[src/rtl/dm_wb_cache_ctrl.sv]
module dm_wb_cache_ctrl #(
  parameter int ADDR_W = 16,
  parameter int LINES  = 8
) (
  input  logic              clk,
  input  logic              rst_n,
  input  logic              cfg_line64,
  input  logic              cpu_valid,
  input  logic              cpu_we,
  input  logic [ADDR_W-1:0] cpu_addr,
  output logic              cpu_busy,
  output logic              cpu_done,
  output logic              cpu_hit,
  output logic              mem_req,
  output logic              mem_we,
  output logic [ADDR_W-1:0] mem_addr,
  output logic              mem_line64,
  input  logic              mem_ack
);
  localparam int IDX_W = $clog2(LINES);
  localparam int TAG_W = ADDR_W - 5 - IDX_W;

  typedef enum logic [1:0] {S_IDLE, S_WBACK, S_FILL} st_t;

  st_t               st;
  logic              line64_q;
  logic              we_q;
  logic [ADDR_W-1:0] addr_q;
  logic [LINES-1:0]  vld, dty;
  logic [TAG_W-1:0]  tags [LINES];

  logic [2:0]        off;
  logic [ADDR_W-1:0] in_sh, q_sh, line_base, victim_base;
  logic [IDX_W-1:0]  idx_in, idx_q;
  logic [TAG_W-1:0]  tag_in, tag_q;
  logic              hit_in;

  assign off         = line64_q ? 3'd6 : 3'd5;
  assign in_sh       = cpu_addr >> off;
  assign q_sh        = addr_q >> off;
  assign idx_in      = in_sh[IDX_W-1:0];
  assign idx_q       = q_sh[IDX_W-1:0];
  assign tag_in      = TAG_W'(in_sh >> IDX_W);
  assign tag_q       = TAG_W'(q_sh >> IDX_W);
  assign hit_in      = vld[idx_in] && (tags[idx_in] == tag_in);
  assign line_base   = q_sh << off;
  assign victim_base = ADDR_W'({tags[idx_q], idx_q}) << off;

  assign cpu_busy   = (st != S_IDLE);
  assign mem_req    = (st != S_IDLE);
  assign mem_we     = (st == S_WBACK);
  assign mem_addr   = (st == S_WBACK) ? victim_base : line_base;
  assign mem_line64 = line64_q;

  always_ff @(posedge clk) begin
    if (!rst_n) line64_q <= cfg_line64;
  end

  always_ff @(posedge clk) begin
    if (!rst_n) begin
      st       <= S_IDLE;
      vld      <= '0;
      dty      <= '0;
      cpu_done <= 1'b0;
      cpu_hit  <= 1'b0;
      addr_q   <= '0;
      we_q     <= 1'b0;
      for (int i = 0; i < LINES; i++) tags[i] <= '0;
    end else begin
      cpu_done <= 1'b0;
      case (st)
        S_IDLE: if (cpu_valid) begin
          addr_q <= cpu_addr;
          we_q   <= cpu_we;
          if (hit_in) begin
            cpu_done <= 1'b1;
            cpu_hit  <= 1'b1;
            if (cpu_we) dty[idx_in] <= 1'b1;
          end else begin
            cpu_hit <= 1'b0;
            st      <= (vld[idx_in] && dty[idx_in]) ? S_WBACK : S_FILL;
          end
        end
        S_WBACK: if (mem_ack) st <= S_FILL;
        S_FILL: if (mem_ack) begin
          vld[idx_q]  <= 1'b1;
          dty[idx_q]  <= we_q;
          tags[idx_q] <= tag_q;
          cpu_done    <= 1'b1;
          cpu_hit     <= 1'b0;
          st          <= S_IDLE;
        end
        default: st <= S_IDLE;
      endcase
    end
  end

  AST_RESET_QUIET: assert property (@(posedge clk) !rst_n |=> !cpu_busy && !cpu_done && !mem_req);
  AST_HIT_QUIET: assert property (@(posedge clk) disable iff (!rst_n)
    cpu_valid && !cpu_busy && hit_in |=> cpu_done && cpu_hit && !mem_req);
  AST_ALIGNED: assert property (@(posedge clk) disable iff (!rst_n)
    mem_req |-> (mem_addr & (mem_line64 ? ADDR_W'(63) : ADDR_W'(31))) == '0);
  AST_WB_THEN_FILL: assert property (@(posedge clk) disable iff (!rst_n)
    mem_req && mem_we && mem_ack |=> mem_req && !mem_we);
  AST_BUSY_HELD: assert property (@(posedge clk) disable iff (!rst_n)
    cpu_busy && !(mem_req && !mem_we && mem_ack) |=> cpu_busy);
  AST_REQ_HOLD: assert property (@(posedge clk) disable iff (!rst_n)
    mem_req && !mem_ack |=> mem_req && $stable(mem_addr) && $stable(mem_we));
  AST_FILL_DONE: assert property (@(posedge clk) disable iff (!rst_n)
    mem_req && !mem_we && mem_ack |=> cpu_done && !cpu_hit && !cpu_busy);
endmodule

[config.mk]
export PLATFORM = sky130hd
export DESIGN_NAME = dm_wb_cache_ctrl
export DESIGN_NICKNAME = d
export VERILOG_FILES = /design/src/rtl/dm_wb_cache_ctrl.sv
export SDC_FILE = /design/constraint.sdc
export NUM_CORES = 1
export LEC_CHECK = 0
export ABC_CLOCK_PERIOD_IN_PS = 10300
export CORE_UTILIZATION = 40
export CTS_BUF_LIST = sky130_fd_sc_hd__clkbuf_2
export CTS_CLUSTER_SIZE = 25
export DETAILED_ROUTE_END_ITERATION = 8
export MAX_ROUTING_LAYER = met4
export PLACE_DENSITY_LB_ADDON = 0.1
export SYNTH_ARGS = -nofsm -noshare
export SYNTH_HDL_FRONTEND = slang
export SYNTH_SLANG_ARGS = --single-unit
export TNS_END_PERCENT = 50
[constraint.sdc]
create_clock -name clk -period 10.3 [get_ports clk]
set_input_delay 2.575 -clock clk [delete_from_list [all_inputs] [get_ports clk]]
set_output_delay 2.575 -clock clk [all_outputs]
set_load 0.02 [all_outputs]
After elaboration in Yosys (flattened, before gate mapping)

Memory sizes are Yosys's and may differ from the RTL's.
Index checks and enable logic that the tools add are counted.
W data, S select, Z words.

Memory bits (read-only): 0
Flip-flop bits (word level): 38
Memories: 1
Latch bits: 0
Word-level logic and storage cells: 77
RAM bits: 64
Output and inout port bits: 22
Input bits: 22

Memory list:

| memory | words | width | read ports | clocked after memory_dff | write ports | RTL line | text |
|---|---|---|---|---|---|---|---|
| tags   | 8     | 8     | 2          | 0                        | 8           | 30       | `logic [TAG_W-1:0] tags [LINES];` |

Reductions and logical operators: 13
Add/subtract/negate cells: 0
Bitwise logic cells: 2
$lt $le $gt $ge: 4
Multiply operators: 0
Equal/unequal tests: 9
Divide/modulo/power cells: 0
Shifts and indexed selects: 4
Multiplexer cells: 36

Operator list:

| operator             | count |
|---|---|
| $mux W8              | 5 |
| $mux W16             | 1 |
| $or A8 B8 Y8         | 2 |
| $pmux W8 S2          | 1 |
| $shl A11 B3 Y16      | 1 |
| $shl A16 B3 Y16      | 1 |
| $shr A16 B3 Y11      | 1 |
| $shr A16 B3 Y16      | 1 |
| $mux W1              | 14 |
| $mux W2              | 6 |
| $ne A2 B2 Y1 const B | 5 |
| $bwmux W8            | 1 |
| $eq A8 B8 Y1         | 1 |
| $lt A3 B4 Y1 const B | 2 |
| $reduce_or A8 Y1     | 1 |
| $bmux W1 S3          | 2 |
| $demux W1 S3         | 2 |
| $ge A3 B1 Y1 const B | 2 |
| $pmux W2 S3          | 1 |
| $reduce_and A5 Y1    | 1 |
| $logic_and A1 B1 Y1  | 4 |
| $pmux W1 S2          | 2 |
| $reduce_and A2 Y1    | 2 |
| $reduce_and A4 Y1    | 1 |
| 7 further kinds      | 8 |

Longest topological paths before layout

Depth in word-level cells: 11
Gate-level depth with buffers: 12
Depth with buffers taken out: 8

Worst setup path after synthesis

OpenSTA, ideal clock, no wires.

Path kind: register to output
Start point: register line64_q (netlist: mem_line64)
End point: output port mem_addr[11]
Setup slack: 4.817 ns
Arrival time: 2.908 ns
Buffers on the path: 4
Cell stages (with the launch flop): 12
Cell sequence: edfxtp_1 > buf_6 > buf_12 > buf_2 > buf_2 > mux2i_1 > nor2_1 > a211oi_1 > o22ai_1 > nor2_1 > a21oi_1 > mux2_2

Longest elaborated chain between the ends: 5
Elaborated cells on any way between the ends: 6

Ends and longest elaborated chain:

| what                     | RTL line | text |
|---|---|---|
| start: declaration       | 26       | `logic line64_q;` |
| start signal: assignment | 56       | `if (!rst_n) line64_q <= cfg_line64;` |
| $mux W2 *                | 38       | `assign off = line64_q ? 3'd6 : 3'd5;` |
| $shr A16 B3 Y16          | 40       | `assign q_sh = addr_q >> off;` |
| $mem_v2 Z8 W8            | n/a      |  |
| $shl A11 B3 Y16          | 47       | `assign victim_base = ADDR_W'({tags[idx_q], idx_q}) << off;` |
| $mux W16 *               | 52       | `assign mem_addr = (st == S_WBACK) ? victim_base : line_base;` |
| end: declaration         | 16       | `output logic [ADDR_W-1:0] mem_addr,` |

Mark *: on every way between the ends. The rest lies on a longest branch, timed or not.

Final worst setup path

Start point: register line64_q (netlist: mem_line64)
End point: output port mem_addr[15]

Same word-level chain as after synthesis.

==> metrics.cfg <==
[outcome]
run_status=complete, no violations

[timing]
fin_setup_tns_ns=0
fin_crit_sh_pct=66.7
setup_viol=0
slew_violations=0
skew_ns=0.0581
max_freq_ghz=0.145
fin_ws_ns=3.43
hold_viol=0
rsz0062_at_grt=false
max_slew_margin_pct=26.5
post-route-min-period_ns=6.87
tightest_slew_ns=1.07

[final_layout]
n_antenna_cell=0
nNetsFinal=653
drive_above_1_share_pct=7.70
final_cell_mix=nand2_1, nor2_1, edfxtp_1
finalNonFillerCells=812
fillCellCount=1338
layout_commonest_cell=nand2_1
syn_to_final_growth_pct=8.15
final_cell_area_sq_um=6090

[route]
avgViaCountPerCell=5.93
vias=4815
wl_per_cell_microns=21.8
ant_nets=0
drcViolationCount=0
totalWireLength_microns=17700
detail_route.iter0.violations=480
dr.pass1.iters=6

[worst_hold_path]
worst_hold_startpoint=vld[0]
worstHoldEndpoint=vld[0]
hold_class=reg2reg
min_delay_path_depth=2

[critical_path]
worstSetupPathType=reg2out
cp_max_fo=42
worst_ep_required_time_ns=7.73
cpMostUsedCell=a21oi_1
r2r_start=mem_line64
critPathLaunch=mem_line64
startpoint_type=flop
r2r_cells=9
cp_slowest_cell=a21o_1
r2r_end=cpu_done
path_buf_inv=2
r2r_slack_ns=6.38
crit_arrival_ns=4.30
cp-end-kind=output port
crit_chain=buf_4 -> nor2b_1 -> a21o_1 -> mux4_2 -> nor2_1 -> a21oi_1 -> a21oi_1 -> o21ai_0 -> mux2_2 -> clkdlybuf4s50_1
critPathTopFamily=compound AO/OA/AOI/OAI gates
critPathMaxStageDelay_ns=0.62

[cts]
clk_latency_ns=0.65
hold_buffers=0
clk_path_buf_depth=2
postCtsSetupRepairBufs=0
cts_tree=yes
h-tree-depth=3
cts_inserted_buffers=9
cts.repair.resized=0
path_clk_slew_ns=0.32
clock_sinks=97
cts_root_buffer=clkbuf_2

[die]
die_w_microns=121
io_pins=44
fp.dieH_microns=121
die_area_sq_um=14600
core_region_area_sq_um=13500
start_util_pct=41.7
placementRows=42

[power_and_ir_drop]
power_density_nw_per_um2=138
leakagePower_nw=2.20
irDropWorstVdd_uv=53.0

[grt]
gr-usage-all-layers_pct=25.8
gr-total-overflow=0
grt_max_degree=43
first_global_vias=4589
antenna_found_initial=0
grt_first_pass_wirelength_microns=27000

[placed_design]
place_area_sq_um=5970
hpwlAfterDp_microns=12300
gp_congestion=0.882
place_inst=796
place_ws_ns=3.72
port_buffers=33

[yosys]
ys_top_cells_by_area=edfxtp_1, dfxtp_1, nand2_1
synth_seq_area_share_pct=46.0
ys.flop_type=edfxtp_1
netlist_area_sq_um=5630
synth-seq-cells=97
avgSynthCellArea_sq_um=9.05
yosysWarnings=0
synthArstFlopShare_pct=0
synth_top_area_share_pct=34.7
synth_edf_count=65
synth.distinct_cells=72
yosys.area.top_type=edfxtp_1
syn_inst=622

[run]
max_cap_viol_count=0

## worst max path at each step
stage                        end  slack, ns  depth (start not counted)
finish              mem_addr[15]       3.43                         10
global placement        cpu_done       3.77                          9
floorplan           mem_addr[11]       4.82                         11
detailed placement      cpu_done       3.72                          9
CTS                 mem_addr[15]       3.45                         10
global route         mem_addr[8]       3.22                          9
## per-layer routing
metal / wire, microns / up-vias / track usage [%]
met1: 8000 / 2364 / 34.0
met5: 0 / - / -
li1: - / 2248 / -
met3: 1190 / 21 / 4.10
met4: 248 / 0 / 7.10
met2: 8290 / 182 / 41.2
## cell families (layout without fill, tap and decap cells)
group                  count (synthesis)  count (layout)  share of synthesized area, %
AND/OR/NAND/NOR                      295             295                          24.0
AO/OA/AOI/OAI                        118             118                          13.9
flip-flops                            97              97                          46.0
buffers and inverters                 55              65                          5.42
multiplexers                          49              49                          9.46
XOR/XNOR                               7               7                          1.09
other                                  1               5                        0.0666
## through the flow
step           power [W]  hold slack (ns)  util, %
2_1_floorplan   0.000586            0.415        -
3_3_place_gp    0.000648            0.430     44.2
3_5_place_dp    0.000651            0.434     44.2
4_1_cts         0.000844            0.461     45.1
5_1_grt         0.000877            0.480     45.1
6_report        0.000843            0.456     45.1
## tightest hold or removal path, stage by stage (launching register included)
cell and delay, ns:
dfxtp_1 0.36, nand2_1 0.05, nand2_1 0.04
## registers in the layout, indices dropped and copies added, names as in the netlist
signal / count
cpu_done: 1
st: 2
tags: 64
cpu_hit: 1
dty: 8
we_q: 1
vld: 8
mem_line64: 1
addr_q: 11
## Yosys cell counts, types with 3 or more instances
cell      number
buf_1          4
buf_6          3
o221ai_1       6
or3_1          4
nor2b_1        5
or4_1          3
a211oi_1       6
dfxtp_1       32
o22ai_1        4
edfxtp_1      65
a21oi_1       50
mux2_2        13
buf_4          7
nand4_1        3
o21ai_0       10
xnor2_1        5
inv_1         10
a32oi_1        8
nand2_1      135
nor4b_1        3
nand2b_1       3
and3_1         5
nor2_1        89
mux2i_1       32
clkbuf_1      20
a311oi_1      10
buf_2          6
nand3_1       17
nor3_1         6
## final cells by class
type                    instances  area (sq um)  share of cell area, %
inverters                      11          41.3                  0.678
clock inverters                 6          66.3                   1.09
well taps                     176           220                   3.62
multi-input cells             474          2750                   45.2
repair buffers                 38           368                   6.04
clock buffers                  10          50.0                  0.822
flip-flops and latches         97          2590                   42.6
## power breakdown
| part | internal [W] | leakage (nW) | total, W | switching, W |
|---|---|---|---|---|
| clock | 0.0000573 | 0.0662 | 0.000197 | 0.000140 |
| combinational | 0.0000717 | 1.20 | 0.000204 | 0.000133 |
| sequential | 0.000431 | 0.933 | 0.000442 | 0.0000113 |
Note: power is estimated with default switching activity, not from simulation.
